--- src/rtl/ecap_pkg.sv ---
package ecap_pkg;

    localparam int OFF_W = 12;

    typedef enum logic [2:0] {
        ST_IDLE  = 3'd0,
        ST_READ  = 3'd1,
        ST_EVAL  = 3'd2,
        ST_WTAIL = 3'd3,
        ST_WNEW  = 3'd4
    } walk_state_e;

    typedef struct packed {
        walk_state_e        st;
        logic               busy;
        logic               done;
        logic               err;
        logic               append;
        logic               head;
        logic               first;
        logic [15:0]        id;
        logic [15:0]        target;
        logic [3:0]         ver;
        logic [OFF_W-1:0]   off;
        logic [OFF_W-1:0]   cur;
        logic [OFF_W-1:0]   prev;
        logic [OFF_W-1:0]   new_next;
        logic [OFF_W-1:0]   res_off;
        logic [OFF_W-1:0]   res_prev;
        logic [19:0]        tail_low;
    } walk_regs_t;

    function automatic logic [31:0] hdr_pack(input logic [OFF_W-1:0] nxt,
                                             input logic [3:0] ver,
                                             input logic [15:0] id);
        return {nxt, ver, id};
    endfunction

endpackage

--- src/rtl/ecap_ptr_check.sv ---
module ecap_ptr_check #(
    parameter int OFF_W       = 12,
    parameter int BASE_OFF    = 256,
    parameter int SPACE_BYTES = 4096
) (
    input  logic [OFF_W-1:0] ptr,
    output logic             ok
);
    localparam logic [OFF_W-1:0] LO = OFF_W'(BASE_OFF);
    localparam logic [OFF_W-1:0] HI = OFF_W'(SPACE_BYTES - 8);

    always_comb begin
        ok = (ptr >= LO) && (ptr <= HI) && (ptr[1:0] == 2'b00);
    end
endmodule

--- src/rtl/ecap_req_check.sv ---
module ecap_req_check #(
    parameter int OFF_W       = 12,
    parameter int BASE_OFF    = 256,
    parameter int SPACE_BYTES = 4096,
    parameter int MIN_SIZE    = 8
) (
    input  logic [OFF_W-1:0] off,
    input  logic [OFF_W:0]   size,
    output logic             ok
);
    localparam int SUM_W = OFF_W + 2;
    localparam logic [OFF_W-1:0] LO    = OFF_W'(BASE_OFF);
    localparam logic [OFF_W:0]   MINSZ = (OFF_W+1)'(MIN_SIZE);
    localparam logic [SUM_W-1:0] TOP   = SUM_W'(SPACE_BYTES);

    logic [SUM_W-1:0] end_byte;

    always_comb begin
        end_byte = SUM_W'(off) + SUM_W'(size);
        ok = (off >= LO) && (off[1:0] == 2'b00) && (size >= MINSZ) && (end_byte < TOP);
    end
endmodule

--- src/rtl/ecap_walker.sv ---
module ecap_walker
    import ecap_pkg::*;
#(
    parameter int BASE_OFF    = 256,
    parameter int SPACE_BYTES = 4096,
    parameter int HOP_LIMIT   = 1024,
    parameter int MIN_SIZE    = 8
) (
    input  logic        clk,
    input  logic        rst_n,
    input  logic        req_valid,
    input  logic        req_append,
    input  logic [15:0] req_id,
    input  logic [3:0]  req_ver,
    input  logic [11:0] req_off,
    input  logic [12:0] req_size,
    output logic        busy,
    output logic        done,
    output logic        err,
    output logic [11:0] res_off,
    output logic [11:0] res_prev,
    output logic        mem_rd_en,
    output logic        mem_wr_en,
    output logic [9:0]  mem_addr,
    output logic [31:0] mem_wdata,
    input  logic [31:0] mem_rdata
);
    localparam int HOP_W = $clog2(HOP_LIMIT + 1);
    localparam logic [OFF_W-1:0] BASE = OFF_W'(BASE_OFF);
    localparam logic [HOP_W-1:0] HOP_MAX = HOP_W'(HOP_LIMIT);

    walk_regs_t s_d, s_q;
    logic [HOP_W-1:0] hops_d, hops_q;

    logic [OFF_W-1:0] hdr_next;
    logic [15:0]      hdr_id;
    logic             ptr_ok;
    logic             req_ok;

    assign hdr_next = mem_rdata[31:20];
    assign hdr_id   = mem_rdata[15:0];

    ecap_ptr_check #(
        .OFF_W(OFF_W), .BASE_OFF(BASE_OFF), .SPACE_BYTES(SPACE_BYTES)
    ) u_ptr_check (
        .ptr (hdr_next),
        .ok  (ptr_ok)
    );

    ecap_req_check #(
        .OFF_W(OFF_W), .BASE_OFF(BASE_OFF), .SPACE_BYTES(SPACE_BYTES), .MIN_SIZE(MIN_SIZE)
    ) u_req_check (
        .off  (req_off),
        .size (req_size),
        .ok   (req_ok)
    );

    always_comb begin
        s_d       = s_q;
        s_d.done  = 1'b0;
        hops_d    = hops_q;
        mem_rd_en = 1'b0;
        mem_wr_en = 1'b0;
        mem_addr  = s_q.cur[OFF_W-1:2];
        mem_wdata = '0;

        unique case (s_q.st)
            ST_IDLE: begin
                if (req_valid) begin
                    s_d.busy     = 1'b1;
                    s_d.err      = 1'b0;
                    s_d.res_off  = '0;
                    s_d.res_prev = '0;
                    s_d.append   = req_append;
                    s_d.id       = req_id;
                    s_d.ver      = req_ver;
                    s_d.off      = req_off;
                    s_d.cur      = BASE;
                    s_d.prev     = '0;
                    s_d.first    = 1'b1;
                    s_d.head     = req_append && (req_off == BASE);
                    s_d.target   = req_append ? 16'h0000 : req_id;
                    hops_d       = HOP_W'(1);
                    if (req_append && !req_ok) begin
                        s_d.busy = 1'b0;
                        s_d.done = 1'b1;
                        s_d.err  = 1'b1;
                    end else begin
                        s_d.st = ST_READ;
                    end
                end
            end

            ST_READ: begin
                mem_rd_en = 1'b1;
                mem_addr  = s_q.cur[OFF_W-1:2];
                s_d.st    = ST_EVAL;
            end

            ST_EVAL: begin
                s_d.first = 1'b0;
                if (s_q.head) begin
                    // head insertion: keep the stored link, replace id/version
                    s_d.new_next = hdr_next;
                    s_d.res_off  = s_q.off;
                    s_d.res_prev = '0;
                    s_d.st       = ST_WNEW;
                end else if (s_q.first && (mem_rdata == 32'h0)) begin
                    s_d.busy = 1'b0;
                    s_d.done = 1'b1;
                    s_d.st   = ST_IDLE;
                    s_d.err  = s_q.append;
                end else if (hdr_id == s_q.target) begin
                    s_d.busy = 1'b0;
                    s_d.done = 1'b1;
                    s_d.st   = ST_IDLE;
                    if (s_q.append) begin
                        s_d.err = 1'b1;
                    end else begin
                        s_d.res_off  = s_q.cur;
                        s_d.res_prev = s_q.prev;
                    end
                end else if (hdr_next == '0) begin
                    if (s_q.append) begin
                        s_d.tail_low = mem_rdata[19:0];
                        s_d.prev     = s_q.cur;
                        s_d.new_next = '0;
                        s_d.res_off  = s_q.off;
                        s_d.res_prev = s_q.cur;
                        s_d.st       = ST_WTAIL;
                    end else begin
                        s_d.busy     = 1'b0;
                        s_d.done     = 1'b1;
                        s_d.st       = ST_IDLE;
                        s_d.res_off  = '0;
                        s_d.res_prev = s_q.cur;
                    end
                end else if (!ptr_ok || (hops_q >= HOP_MAX)) begin
                    s_d.busy = 1'b0;
                    s_d.done = 1'b1;
                    s_d.err  = 1'b1;
                    s_d.st   = ST_IDLE;
                end else begin
                    s_d.prev = s_q.cur;
                    s_d.cur  = hdr_next;
                    hops_d   = hops_q + HOP_W'(1);
                    s_d.st   = ST_READ;
                end
            end

            ST_WTAIL: begin
                mem_wr_en = 1'b1;
                mem_addr  = s_q.prev[OFF_W-1:2];
                mem_wdata = {s_q.off, s_q.tail_low};
                s_d.st    = ST_WNEW;
            end

            ST_WNEW: begin
                mem_wr_en = 1'b1;
                mem_addr  = s_q.off[OFF_W-1:2];
                mem_wdata = hdr_pack(s_q.new_next, s_q.ver, s_q.id);
                s_d.busy  = 1'b0;
                s_d.done  = 1'b1;
                s_d.st    = ST_IDLE;
            end

            default: begin
                s_d.st   = ST_IDLE;
                s_d.busy = 1'b0;
            end
        endcase
    end

    always_ff @(posedge clk) begin
        if (!rst_n) begin
            s_q    <= '0;
            hops_q <= '0;
        end else begin
            s_q    <= s_d;
            hops_q <= hops_d;
        end
    end

    assign busy     = s_q.busy;
    assign done     = s_q.done;
    assign err      = s_q.err;
    assign res_off  = s_q.res_off;
    assign res_prev = s_q.res_prev;

endmodule

--- config.mk ---
export PLATFORM = sky130hd
export DESIGN_NAME = ecap_walker
export DESIGN_NICKNAME = d
export VERILOG_FILES = /design/src/rtl/ecap_pkg.sv /design/src/rtl/ecap_ptr_check.sv /design/src/rtl/ecap_req_check.sv /design/src/rtl/ecap_walker.sv
export SDC_FILE = /design/constraint.sdc
export NUM_CORES = 1
export LEC_CHECK = 0
export ABC_AREA = 1
export BUFFER_PORTS_ARGS = -buffer_cell sky130_fd_sc_hd__buf_2
export CAP_MARGIN = 10
export CORE_ASPECT_RATIO = 1.5
export CORE_MARGIN = 10
export CORE_UTILIZATION = 50
export CTS_CLUSTER_DIAMETER = 150
export DETAILED_ROUTE_END_ITERATION = 10
export GPL_TIMING_DRIVEN = 0
export PLACE_DENSITY = 0.73
export SLEW_MARGIN = 10
export SYNTH_ARGS = -nofsm -noshare
export SYNTH_HDL_FRONTEND = slang
export SYNTH_SLANG_ARGS = --single-unit
--- constraint.sdc ---
create_clock -name clk -period 2.5 [get_ports clk]
set_input_delay 0.75 -clock clk [delete_from_list [all_inputs] [get_ports clk]]
set_output_delay 0.75 -clock clk [all_outputs]
set_load 0.03 [all_outputs]
==> results of run 1 <==
layout make-up:
type / count / area [um^2]
Fill cell: 1472 / 5420
Multi-Input combinational cell: 832 / 4210
Sequential cell: 148 / 2970
Timing Repair Buffer: 160 / 1020
Buffer: 89 / 602
Inverter: 121 / 469
Clock buffer: 18 / 439
Tap cell: 203 / 254
Clock inverter: 13 / 171
timing repair:
item | in CTS | in global routing
gates resized for setup | 123 | 43
pin swaps | 1 | 2
setup buffers | 6 | 3
cloned | 1 | 1
setup endpoints to repair | 43 | 41
path summary, 6_finish.rpt:
path	startpoint	endpoint	depth (start not counted)
max	s_q[136]	mem_wdata[31]	7
min	s_q[94]	s_q[94]	2
max reg2reg	s_q[136]	s_q[66]	10
min reg2reg	s_q[94]	s_q[94]	2
power breakdown:
group          leakage [nW]  total [mW]  internal [mW]  switching [mW]
Sequential             1.21        2.50           2.45          0.0508
Clock                 0.294        2.69           1.61            1.08
Combinational          2.94       0.813          0.268           0.545
Total                  4.44        6.01           4.32            1.68
critical path: cells and delay by family (launching register included):
family / cells / cell delay (ns)
buffers and inverters: 5 / 0.67
AOI/OAI and AO/OA: 1 / 0.18
and+or+nand+nor: 1 / 0.22
DFF: 1 / 0.32
state kept, by name, indices dropped and copies added, names as in the netlist:
signal / flops
res_prev: 12
hops_q: 11
res_off: 12
s_q: 110
done: 1
err: 1
busy: 1
synthesized netlist by cell type (2+ instances only):
library cell,count
a21oi_1,102
nor2_8,2
a21oi_2,3
nand4_1,22
o21ai_1,11
xnor2_1,2
nand2_4,2
inv_4,2
nor4_1,3
o21ai_0,98
nand3_1,90
o31ai_1,4
buf_2,11
nand2_2,6
xor2_1,4
clkbuf_1,39
inv_2,10
ha_1,12
o211ai_1,3
buf_1,3
nor2_2,5
buf_6,5
nand2_1,292
buf_4,31
nand3_2,3
nor2_1,117
dfxtp_1,148
inv_1,107
o221ai_1,10
o22ai_1,16
nand3b_1,3
nor3_1,15
kinds of logic (layout without fill, tap and decap cells):
group           count (synthesis)  in the layout  synth area share [%]
compound gates                249            249                  16.9
xor+xnor                        6              6                 0.664
fa+ha+maj                      12             12                  1.90
buf+inv                       210            401                  12.2
flops                         148            148                  37.5
simple gates                  565            565                  30.9
metal layers:
metal,global-route usage (%),vias to the layer above
met5,0,-
met4,12.9,4
met3,5.81,83
met2,46.0,365
met1,28.1,3967
li1,-,4232
stage by stage:
stage          setup slack (ns)  instance area (um^2)
2_1_floorplan           -0.0767                  7910
3_3_place_gp             -0.508                  8910
3_5_place_dp             -0.507                  8910
4_1_cts                 -0.0249                  9960
5_1_grt                  -0.103                 10100
6_report                -0.0632                 10100
==> metrics, run 1 <==
Worst Path Arrival 1.81 ns; failing checks negative setup slack; Pins Over Slew Limit 0; ys async rst share 0%; I/O pin total 152; WL/cell 17.9 um; # rows 56; unrepaired setup endpoints after global routing yes; most common cell after layout, fill and taps aside nand2_1; vias per cell 5.46; Die Wd 123 um; status finished with violations; Placer Congestion 1.01; Final Hold Viols 0; GRT Util Overall 26.0%; Layout Nets 1462; number of enable flip-flop cells after synthesis 0; met1 wire length 10300 um; Syn Area/Cell 6.65 um^2; Worst Setup Start Kind register; most area-hungry cell type in the Yosys netlist dfxtp_1; total number of vias 8651; most frequent cells in the layout 288 x nand2_1, 145 x dfxtp_1, 117 x buf_2; cell count after synthesis 1190; # DRC 0; Final period util 103%; Slowest cell on crit path dfxtp_2; clk_skew 0.0112 ns; DR iter-0 viols 663; Power Dens Cells 592 nW/um^2; WL met3 2160 um; vias in the first global route 8363; final setup fails 14; Antenna diodes 0; Mapped Area 7910 um^2; # placed instances 1542; crit end category primary output; CP Max Fanout 5; Worst VDD drop 409 uV; share of layout cells above drive strength 1 22.8%; main flop type after synthesis dfxtp_1; Die Footprint 21400 um^2; Slew headroom 54.1%; Worst-Skew Late Latency 0.43 ns; Clock Sinks 148; Final Core Density 65.2%; Die H 174 um; DP Wirelength 22000 um; CTS tree built; max_cap viols 0; clk buf depth 2; Achievable Freq 0.390 GHz; GR Overflow Total 0; drt pass-1 iters 6; Hold/Removal Path Class reg -> reg; hold_buf cts 0; initial antenna violation count 2; Antenna Nets Post-Route 0; leak pwr 4.44 nW; top cells by area, synth dfxtp_1 37%, nand2_1 14%, a21oi_1 6.5%, o21ai_0 6.2%, nand3_1 5.7%; Fin Setup TNS -0.257 ns; top cell type's share of synthesized area 37.5%; CP Cell Sequence buf_6 > nor3_4 > buf_6 > inv_6 > clkbuf_16 > o21ai_4 > buf_6; IO Port Bufs 149; Total Power 6.01 mW; largest net degree at the start of global routing 17; syn_nets 1283; Routed WL 28400 um; DR top layer met5; H-tree depth 4; Root Driver clkbuf_16; first-pass GRT wire length 44000 um; minimum hold slack 0.454 ns; number of buffers created by CTS 17; Unique masters post-synth 41; Initial Util 50.9%; Crit path required time 1.75 ns; synth warn 0; WS Path Type reg -> out; sequential share of the synthesized area 37.5%; Synth-to-Final Area Change 28.2%; register-to-register setup slack 0.23 ns; Layout Cells excl Fill 1584; routed wl met2 14600 um; clk slew on worst S/H paths 0.06 ns; most frequent CP cell buf_6; slowest stage delay, CP 0.32 ns; setup ws final -0.0632 ns; Tmin final 2.56 ns; Worst Tran Pin Value 0.688 ns; CORE AREA 15600 um^2; Yosys reg bits 148
Power figures use the tool's default switching activity.
==> run 2: changes to the inputs <==
--- a/config.mk
+++ b/config.mk
@@ -5,7 +5,6 @@
 export SDC_FILE = /design/constraint.sdc
 export NUM_CORES = 1
 export LEC_CHECK = 0
-export ABC_AREA = 1
 export BUFFER_PORTS_ARGS = -buffer_cell sky130_fd_sc_hd__buf_2
 export CAP_MARGIN = 10
 export CORE_ASPECT_RATIO = 1.5
@@ -14,7 +13,7 @@
 export CTS_CLUSTER_DIAMETER = 150
 export DETAILED_ROUTE_END_ITERATION = 10
 export GPL_TIMING_DRIVEN = 0
-export PLACE_DENSITY = 0.73
+export PLACE_DENSITY = 0.74
 export SLEW_MARGIN = 10
 export SYNTH_ARGS = -nofsm -noshare
 export SYNTH_HDL_FRONTEND = slang
==> metrics, run 2 <==
status finished with violations (unchanged); failing checks negative setup slack (unchanged); number of enable flip-flop cells after synthesis 0 (unchanged); clk slew on worst S/H paths 0.06 ns (about the same); most frequent cell after synthesis nand2_1 (unchanged); max_cap viols 0 (unchanged); CP Cell Sequence and3b_4 > buf_12 > buf_8 > a22oi_1 > nand2_2 > buf_6 (was buf_6 > nor3_4 > buf_6 > inv_6 > clkbuf_16 > o21ai_4 > buf_6); WL/cell 21.2 um (was 17.9 um); vias in the first global route 7463 (was 8363); Fin Setup TNS -0.0177 ns (was -0.257 ns); Slew headroom 49.8% (was 54.1%); Antenna Nets Post-Route 0 (unchanged); vias per cell 5.93 (was 5.46); Pins Over Slew Limit 0 (unchanged); syn_nets 971 (was 1283); Final Core Density 67.3% (was 65.2%); CTS tree built (unchanged); most area-hungry cell type in the Yosys netlist dfxtp_1 (unchanged); CP Max Fanout 8 (was 5); top post-synthesis cells by count 202 x nand2_1, 148 x dfxtp_1, 58 x a21boi_0 (was 292 x nand2_1, 148 x dfxtp_1, 117 x nor2_1); Unique masters post-synth 65 (was 41); largest net degree at the start of global routing 17 (unchanged); worst r2r path cells 10 (unchanged); Worst Tran Pin Value 0.753 ns (was 0.688 ns); number of buffers created by CTS 17 (unchanged); ys async rst share 0% (unchanged); CP Buf/Inv Count 3 (was 5); Power Dens Cells 575 nW/um^2 (was 592 nW/um^2); Root Driver clkbuf_16 (unchanged); top cell type's share of synthesized area 40.0% (was 37.5%); Achievable Freq 0.397 GHz (was 0.390 GHz); share of layout cells above drive strength 1 29.5% (was 22.8%); Hold/Removal Path Class reg -> reg (unchanged); top cells by area, synth dfxtp_1 40%, nand2_1 10%, a22o_1 6.3%, a21boi_0 5.9%, buf_4 2.7% (was dfxtp_1 37%, nand2_1 14%, a21oi_1 6.5%, o21ai_0 6.2%, nand3_1 5.7%); WS Path Type reg -> out (unchanged); slowest stage delay, CP 0.38 ns (was 0.32 ns); Syn Area/Cell 8.45 um^2 (was 6.65 um^2); Crit path required time 1.75 ns (about the same); minimum hold slack 0.454 ns (about the same); CORE AREA 14500 um^2 (was 15600 um^2); RR Startpoint s_q[100] (was s_q[136]); Crit. Startpoint s_q[135] (was s_q[136]); clk_skew 0.0154 ns (was 0.0112 ns); final setup fails 2 (was 14); Worst Setup Start Kind register (unchanged); Worst-Skew Late Latency 0.43 ns (about the same); drt pass-1 iters 5 (was 6); DP Wirelength 19400 um (was 22000 um); Slowest cell on crit path dfxtp_4 (was dfxtp_2); Placer Congestion 0.954 (was 1.01); clk buf depth 2 (unchanged); # rows 54 (was 56); Initial Util 51.1% (was 50.9%); most flop-heavy register s_q (unchanged); register-to-register setup slack 0.08 ns (was 0.23 ns); most frequent cells in the layout 184 x nand2_1, 145 x dfxtp_1, 125 x buf_2 (was 288 x nand2_1, 145 x dfxtp_1, 117 x buf_2); I/O pin total 152 (unchanged); Antenna diodes 0 (unchanged); main flop type after synthesis dfxtp_1 (unchanged); total number of vias 7531 (was 8651); worst setup path end mem_addr[3] (was mem_wdata[31]); Clock Sinks 148 (unchanged); first-pass GRT wire length 41200 um (was 44000 um); Crit path max-delay family buffers and inverters (unchanged); IO Port Bufs 151 (was 149); GRT Util Overall 25.9% (was 26.0%); cell count after synthesis 878 (was 1190); GR Overflow Total 0 (unchanged); Total Power 5.62 mW (was 6.01 mW); synth warn 0 (unchanged); setup ws final -0.0174 ns (was -0.0632 ns); max reg flops 110 (unchanged); WP depth 6 (was 7); crit end category primary output (unchanged); Layout Nets 1155 (was 1462); H-tree depth 4 (unchanged); unrepaired setup endpoints after global routing yes (unchanged); # DRC 0 (unchanged); most common cell after layout, fill and taps aside nand2_1 (unchanged); Die H 169 um (was 174 um); Routed WL 27000 um (was 28400 um); sequential share of the synthesized area 40.0% (was 37.5%); Worst VDD drop 382 uV (was 409 uV); Final period util 101% (was 103%); initial antenna violation count 0 (was 2); Die Footprint 20200 um^2 (was 21400 um^2); Synth-to-Final Area Change 31.9% (was 28.2%); Final Hold Viols 0 (unchanged); Mapped Area 7420 um^2 (was 7910 um^2); leak pwr 4.00 nW (was 4.44 nW); DR iter-0 viols 649 (was 663); Tmin final 2.52 ns (was 2.56 ns); Crit Reg-Reg Endpoint res_prev[6] (was s_q[66]); Die Wd 119 um (was 123 um); pre-CTS setup slack -0.554 ns (was -0.507 ns); Yosys reg bits 148 (unchanged); Worst Path Arrival 1.77 ns (was 1.81 ns)
-- run 2: layout make-up --
type | count | area, um^2
multi-input cells | 626 | 4100
fillers | 1213 | 4750
clock buffers | 18 | 429
repair buffers | 168 | 1170
plain buffers | 85 | 636
inverters | 16 | 60.1
flip-flops and latches | 148 | 2970
well taps | 196 | 245
clock inverters | 13 | 160
-- run 2: worst reg2reg max path, stage by stage, from the launching register on --
cell and delay, ns:
dfxtp_1 0.36, xor2_1 0.39, nor4_2 0.13, nand4_1 0.09
buf_4 0.15, buf_2 0.24, buf_2 0.27, clkbuf_4 0.27
nor2_1 0.06, o21ai_0 0.22, mux2i_1 0.10
-- run 2: how the worst min path moves through the flow --
stage	cells past startpoint	end	slack (ns)	startpoint
floorplan	2	s_q[0]	0.43	s_q[0]
global placement	2	s_q[4]	0.44	s_q[4]
detailed placement	2	s_q[13]	0.45	s_q[13]
CTS	2	s_q[13]	0.46	s_q[13]
global route	2	s_q[3]	0.48	s_q[3]
finish	2	s_q[3]	0.45	s_q[3]
-- run 2: repair_timing --
item                                    CTS  global route
resized for setup                       119            67
setup buffers                             5             7
hold buffers                              0             0
endpoints found under the setup margin   67            86
pin swaps                                27            12
cloned                                    6             0
-- run 2: per-stage QoR --
stage	cell area, um^2	cells
finish	9780	1270
global route	9780	1270
floorplan	7420	878
detailed placement	8420	1225
global placement	8420	1225
CTS	9490	1265
-- run 2: layer usage --
layer / share of wire [%] / vias to the layer above / global-route usage, % / wire length (um)
met5: 0 / - / 0 / 0
met4: 7.2 / 0 / 17.5 / 1930
met3: 7.9 / 119 / 6.53 / 2130
met2: 50 / 408 / 46.2 / 13500
met1: 35 / 3536 / 25.9 / 9350
li1: - / 3468 / - / -
-- run 2: where the power goes --
part | total [mW] | switching, mW | internal [mW]
registers | 2.48 | 0.0686 | 2.41
clock network | 2.59 | 1.02 | 1.56
logic | 0.555 | 0.348 | 0.206
total | 5.62 | 1.44 | 4.18
-- run 2: kinds of logic (layout without fill, tap and decap cells) --
group                    Yosys count  in the layout  synth area share (%)
AO/OA/AOI/OAI                    227            227                  23.5
XOR/XNOR                          16             16                  1.89
adder cells (fa/ha/maj)           12             12                  2.02
buffers and inverters            105            300                  7.47
flip-flops                       148            148                  40.0
multiplexers                      14             14                  1.89
AND/OR/NAND/NOR                  356            357                  23.3
==> run 3: changes to the inputs <==
--- a/config.mk
+++ b/config.mk
@@ -8,12 +8,12 @@
 export BUFFER_PORTS_ARGS = -buffer_cell sky130_fd_sc_hd__buf_2
 export CAP_MARGIN = 10
 export CORE_ASPECT_RATIO = 1.5
-export CORE_MARGIN = 10
-export CORE_UTILIZATION = 50
+export CORE_MARGIN = 5
+export CORE_UTILIZATION = 30
 export CTS_CLUSTER_DIAMETER = 150
 export DETAILED_ROUTE_END_ITERATION = 10
 export GPL_TIMING_DRIVEN = 0
-export PLACE_DENSITY = 0.74
+export RECOVER_POWER = 25
 export SLEW_MARGIN = 10
 export SYNTH_ARGS = -nofsm -noshare
 export SYNTH_HDL_FRONTEND = slang
==> metrics, run 3 (same netlist as run 2, synthesis figures left out) <==
Worst Path Arrival 1.76 ns (was 1.77 ns); Die H 203 um (was 169 um); Switch Pwr 1.41 mW (was 1.44 mW); status finished with violations (unchanged); H-tree depth 4 (unchanged); Initial Util 30.5% (was 51.1%); Power Dens Cells 574 nW/um^2 (was 575 nW/um^2); DR iter-0 viols 519 (was 649); clk slew on worst S/H paths 0.06 ns (about the same); initial antenna violation count 4 (was 0); DP Wirelength 20600 um (was 19400 um); Layout Nets 1154 (was 1155); I/O pin total 152 (unchanged); # placed instances 1353 (was 1225); pre-CTS setup slack -0.599 ns (was -0.554 ns); final setup fails 2 (unchanged); Fin Setup TNS -0.0181 ns (was -0.0177 ns); vias per cell 5.18 (was 5.93); cell-internal power 4.16 mW (was 4.18 mW); # rows 70 (was 54); number of buffers created by CTS 17 (unchanged); Total Power 5.56 mW (was 5.62 mW); Crit Reg-Reg Endpoint hops_q[6] (was res_prev[6]); Worst-Skew Late Latency 0.43 ns (about the same); setup ws final -0.0132 ns (was -0.0174 ns); max_cap viols 0 (unchanged); Die Wd 138 um (was 119 um); most common cell after layout, fill and taps aside nand2_1 (unchanged); Final Hold Viols 0 (unchanged); GR Overflow Total 0 (unchanged); drt pass-1 iters 5 (unchanged); Synth-to-Final Area Change 30.6% (was 31.9%); Worst Setup Start Kind register (unchanged); most flop-heavy register s_q (unchanged); Cells on Worst Hold Path 2 (unchanged); worst r2r path cells 9 (was 10); Antenna Nets Post-Route 0 (unchanged); CORE AREA 24300 um^2 (was 14500 um^2); share of layout cells above drive strength 1 25.3% (was 29.5%); first-pass GRT wire length 42200 um (was 41200 um); Final period util 101% (about the same); max reg flops 110 (unchanged); Comb pwr share 10.0% (was 9.9%); Crit path required time 1.75 ns (about the same); crit end category primary output (unchanged); Slew headroom 47.2% (was 49.8%); GRT Util Overall 19.2% (was 25.9%); largest net degree at the start of global routing 17 (unchanged); total number of vias 7253 (was 7531); Die Footprint 28000 um^2 (was 20200 um^2); Sequential Power Share 44.5% (was 44.1%); IO Port Bufs 151 (unchanged); WL/cell 19.8 um (was 21.2 um); minimum hold slack 0.453 ns (was 0.454 ns); register-to-register setup slack 0.16 ns (was 0.08 ns); Placer Congestion 0.901 (was 0.954); Hold/Removal Path Class reg -> reg (unchanged); clk_skew 0.00951 ns (was 0.0154 ns); Tmin final 2.51 ns (was 2.52 ns); RR Startpoint s_q[136] (was s_q[100]); hold endpoint s_q[17] (was s_q[3]); Clock Sinks 148 (unchanged); Design Area, Final 9680 um^2 (was 9780 um^2); # DRC 0 (unchanged); Final Core Density 39.8% (was 67.3%); vias in the first global route 7325 (was 7463); Hold Crit Start s_q[17] (was s_q[3]); Routed WL 27700 um (was 27000 um); Worst VDD drop 505 uV (was 382 uV); CTS tree built (unchanged); switch share 25.3% (was 25.6%); Placed Area 8580 um^2 (was 8420 um^2); Worst Tran Pin Value 0.789 ns (was 0.753 ns); most frequent cells in the layout 192 x nand2_1, 145 x dfxtp_1, 99 x buf_2 (was 184 x nand2_1, 145 x dfxtp_1, 125 x buf_2); Layout Cells excl Fill 1400 (was 1270); Pins Over Slew Limit 0 (unchanged); Achievable Freq 0.398 GHz (was 0.397 GHz); WS Path Type reg -> out (unchanged); clk buf depth 2 (unchanged); CP Max Fanout 6 (was 8); failing checks negative setup slack (unchanged); Root Driver clkbuf_16 (unchanged); clock power share 45.5% (was 46.0%); unrepaired setup endpoints after global routing yes (unchanged); leak pwr 3.80 nW (was 4.00 nW)
==> run 3: cell types whose count changed in the layout (fill, tap and decap cells not counted), moves of 7 or more <==
cell	before	now
buf_2	125	99
buf_4	38	54
buf_6	42	28
clkbuf_1	27	55
clkbuf_8	1	8
nand2_1	184	192
nand2_2	18	11
==> run 3: power groups by stage <==
| stage | clock, mW | sequential, mW | combinational [mW] |
|---|---|---|---|
| 2_1_floorplan | 0 | 2.50 | 0.284 |
| 3_3_place_gp | 0 | 2.53 | 0.523 |
| 3_5_place_dp | 0 | 2.53 | 0.527 |
| 4_1_cts | 2.57 | 2.47 | 0.540 |
| 5_1_grt | 2.66 | 2.48 | 0.608 |
| 6_report | 2.53 | 2.47 | 0.559 |
==> run 3: repair_timing <==
action                     CTS  global route
buffers inserted             5             9
resized for setup           89            51
hold buffers                 0             0
pin swaps                    2             9
gates cloned                 4             0
setup endpoints to repair   89           120
==> run 3: metal layers <==
metal  up-vias  track usage, %  share of wire (%)  wire length, um
li1       3468               -                  -                -
met1      3418            20.6                 38            10500
met2       278            34.0                 50            13900
met3        85            4.83                6.1             1690
met4         4            11.6                5.7             1590
met5         -               0              0.076               21
==> run 3: cell type report <==
| class | instances | area (um^2) |
|---|---|---|
| Inverter | 16 | 60.1 |
| Timing Repair Buffer | 168 | 1050 |
| Clock inverter | 10 | 105 |
| Sequential cell | 148 | 2970 |
| Clock buffer | 22 | 474 |
| Fill cell | 2542 | 14700 |
| Tap cell | 324 | 405 |
| Buffer | 84 | 603 |
| Multi-Input combinational cell | 626 | 4010 |
| Antenna cell | 2 | 5.00 |
==> run 3: worst max-delay path by stage <==
stage,end,start,cells after the start
final,mem_wdata[20],s_q[136],4
after global routing,mem_addr[9],s_q[136],6
after CTS,mem_wdata[11],s_q[135],5
after detailed placement,s_q[67],mem_rdata[1],9
after global placement,s_q[67],mem_rdata[1],9
after floorplan,res_off[11],mem_rdata[10],7
==> run 3: worst max-delay path, cell delays in order, from the launching register on <==
cell and delay, ns:
dfxtp_4 0.35, and3b_4 0.42, clkbuf_16 0.21, a22o_1 0.20
buf_6 0.15
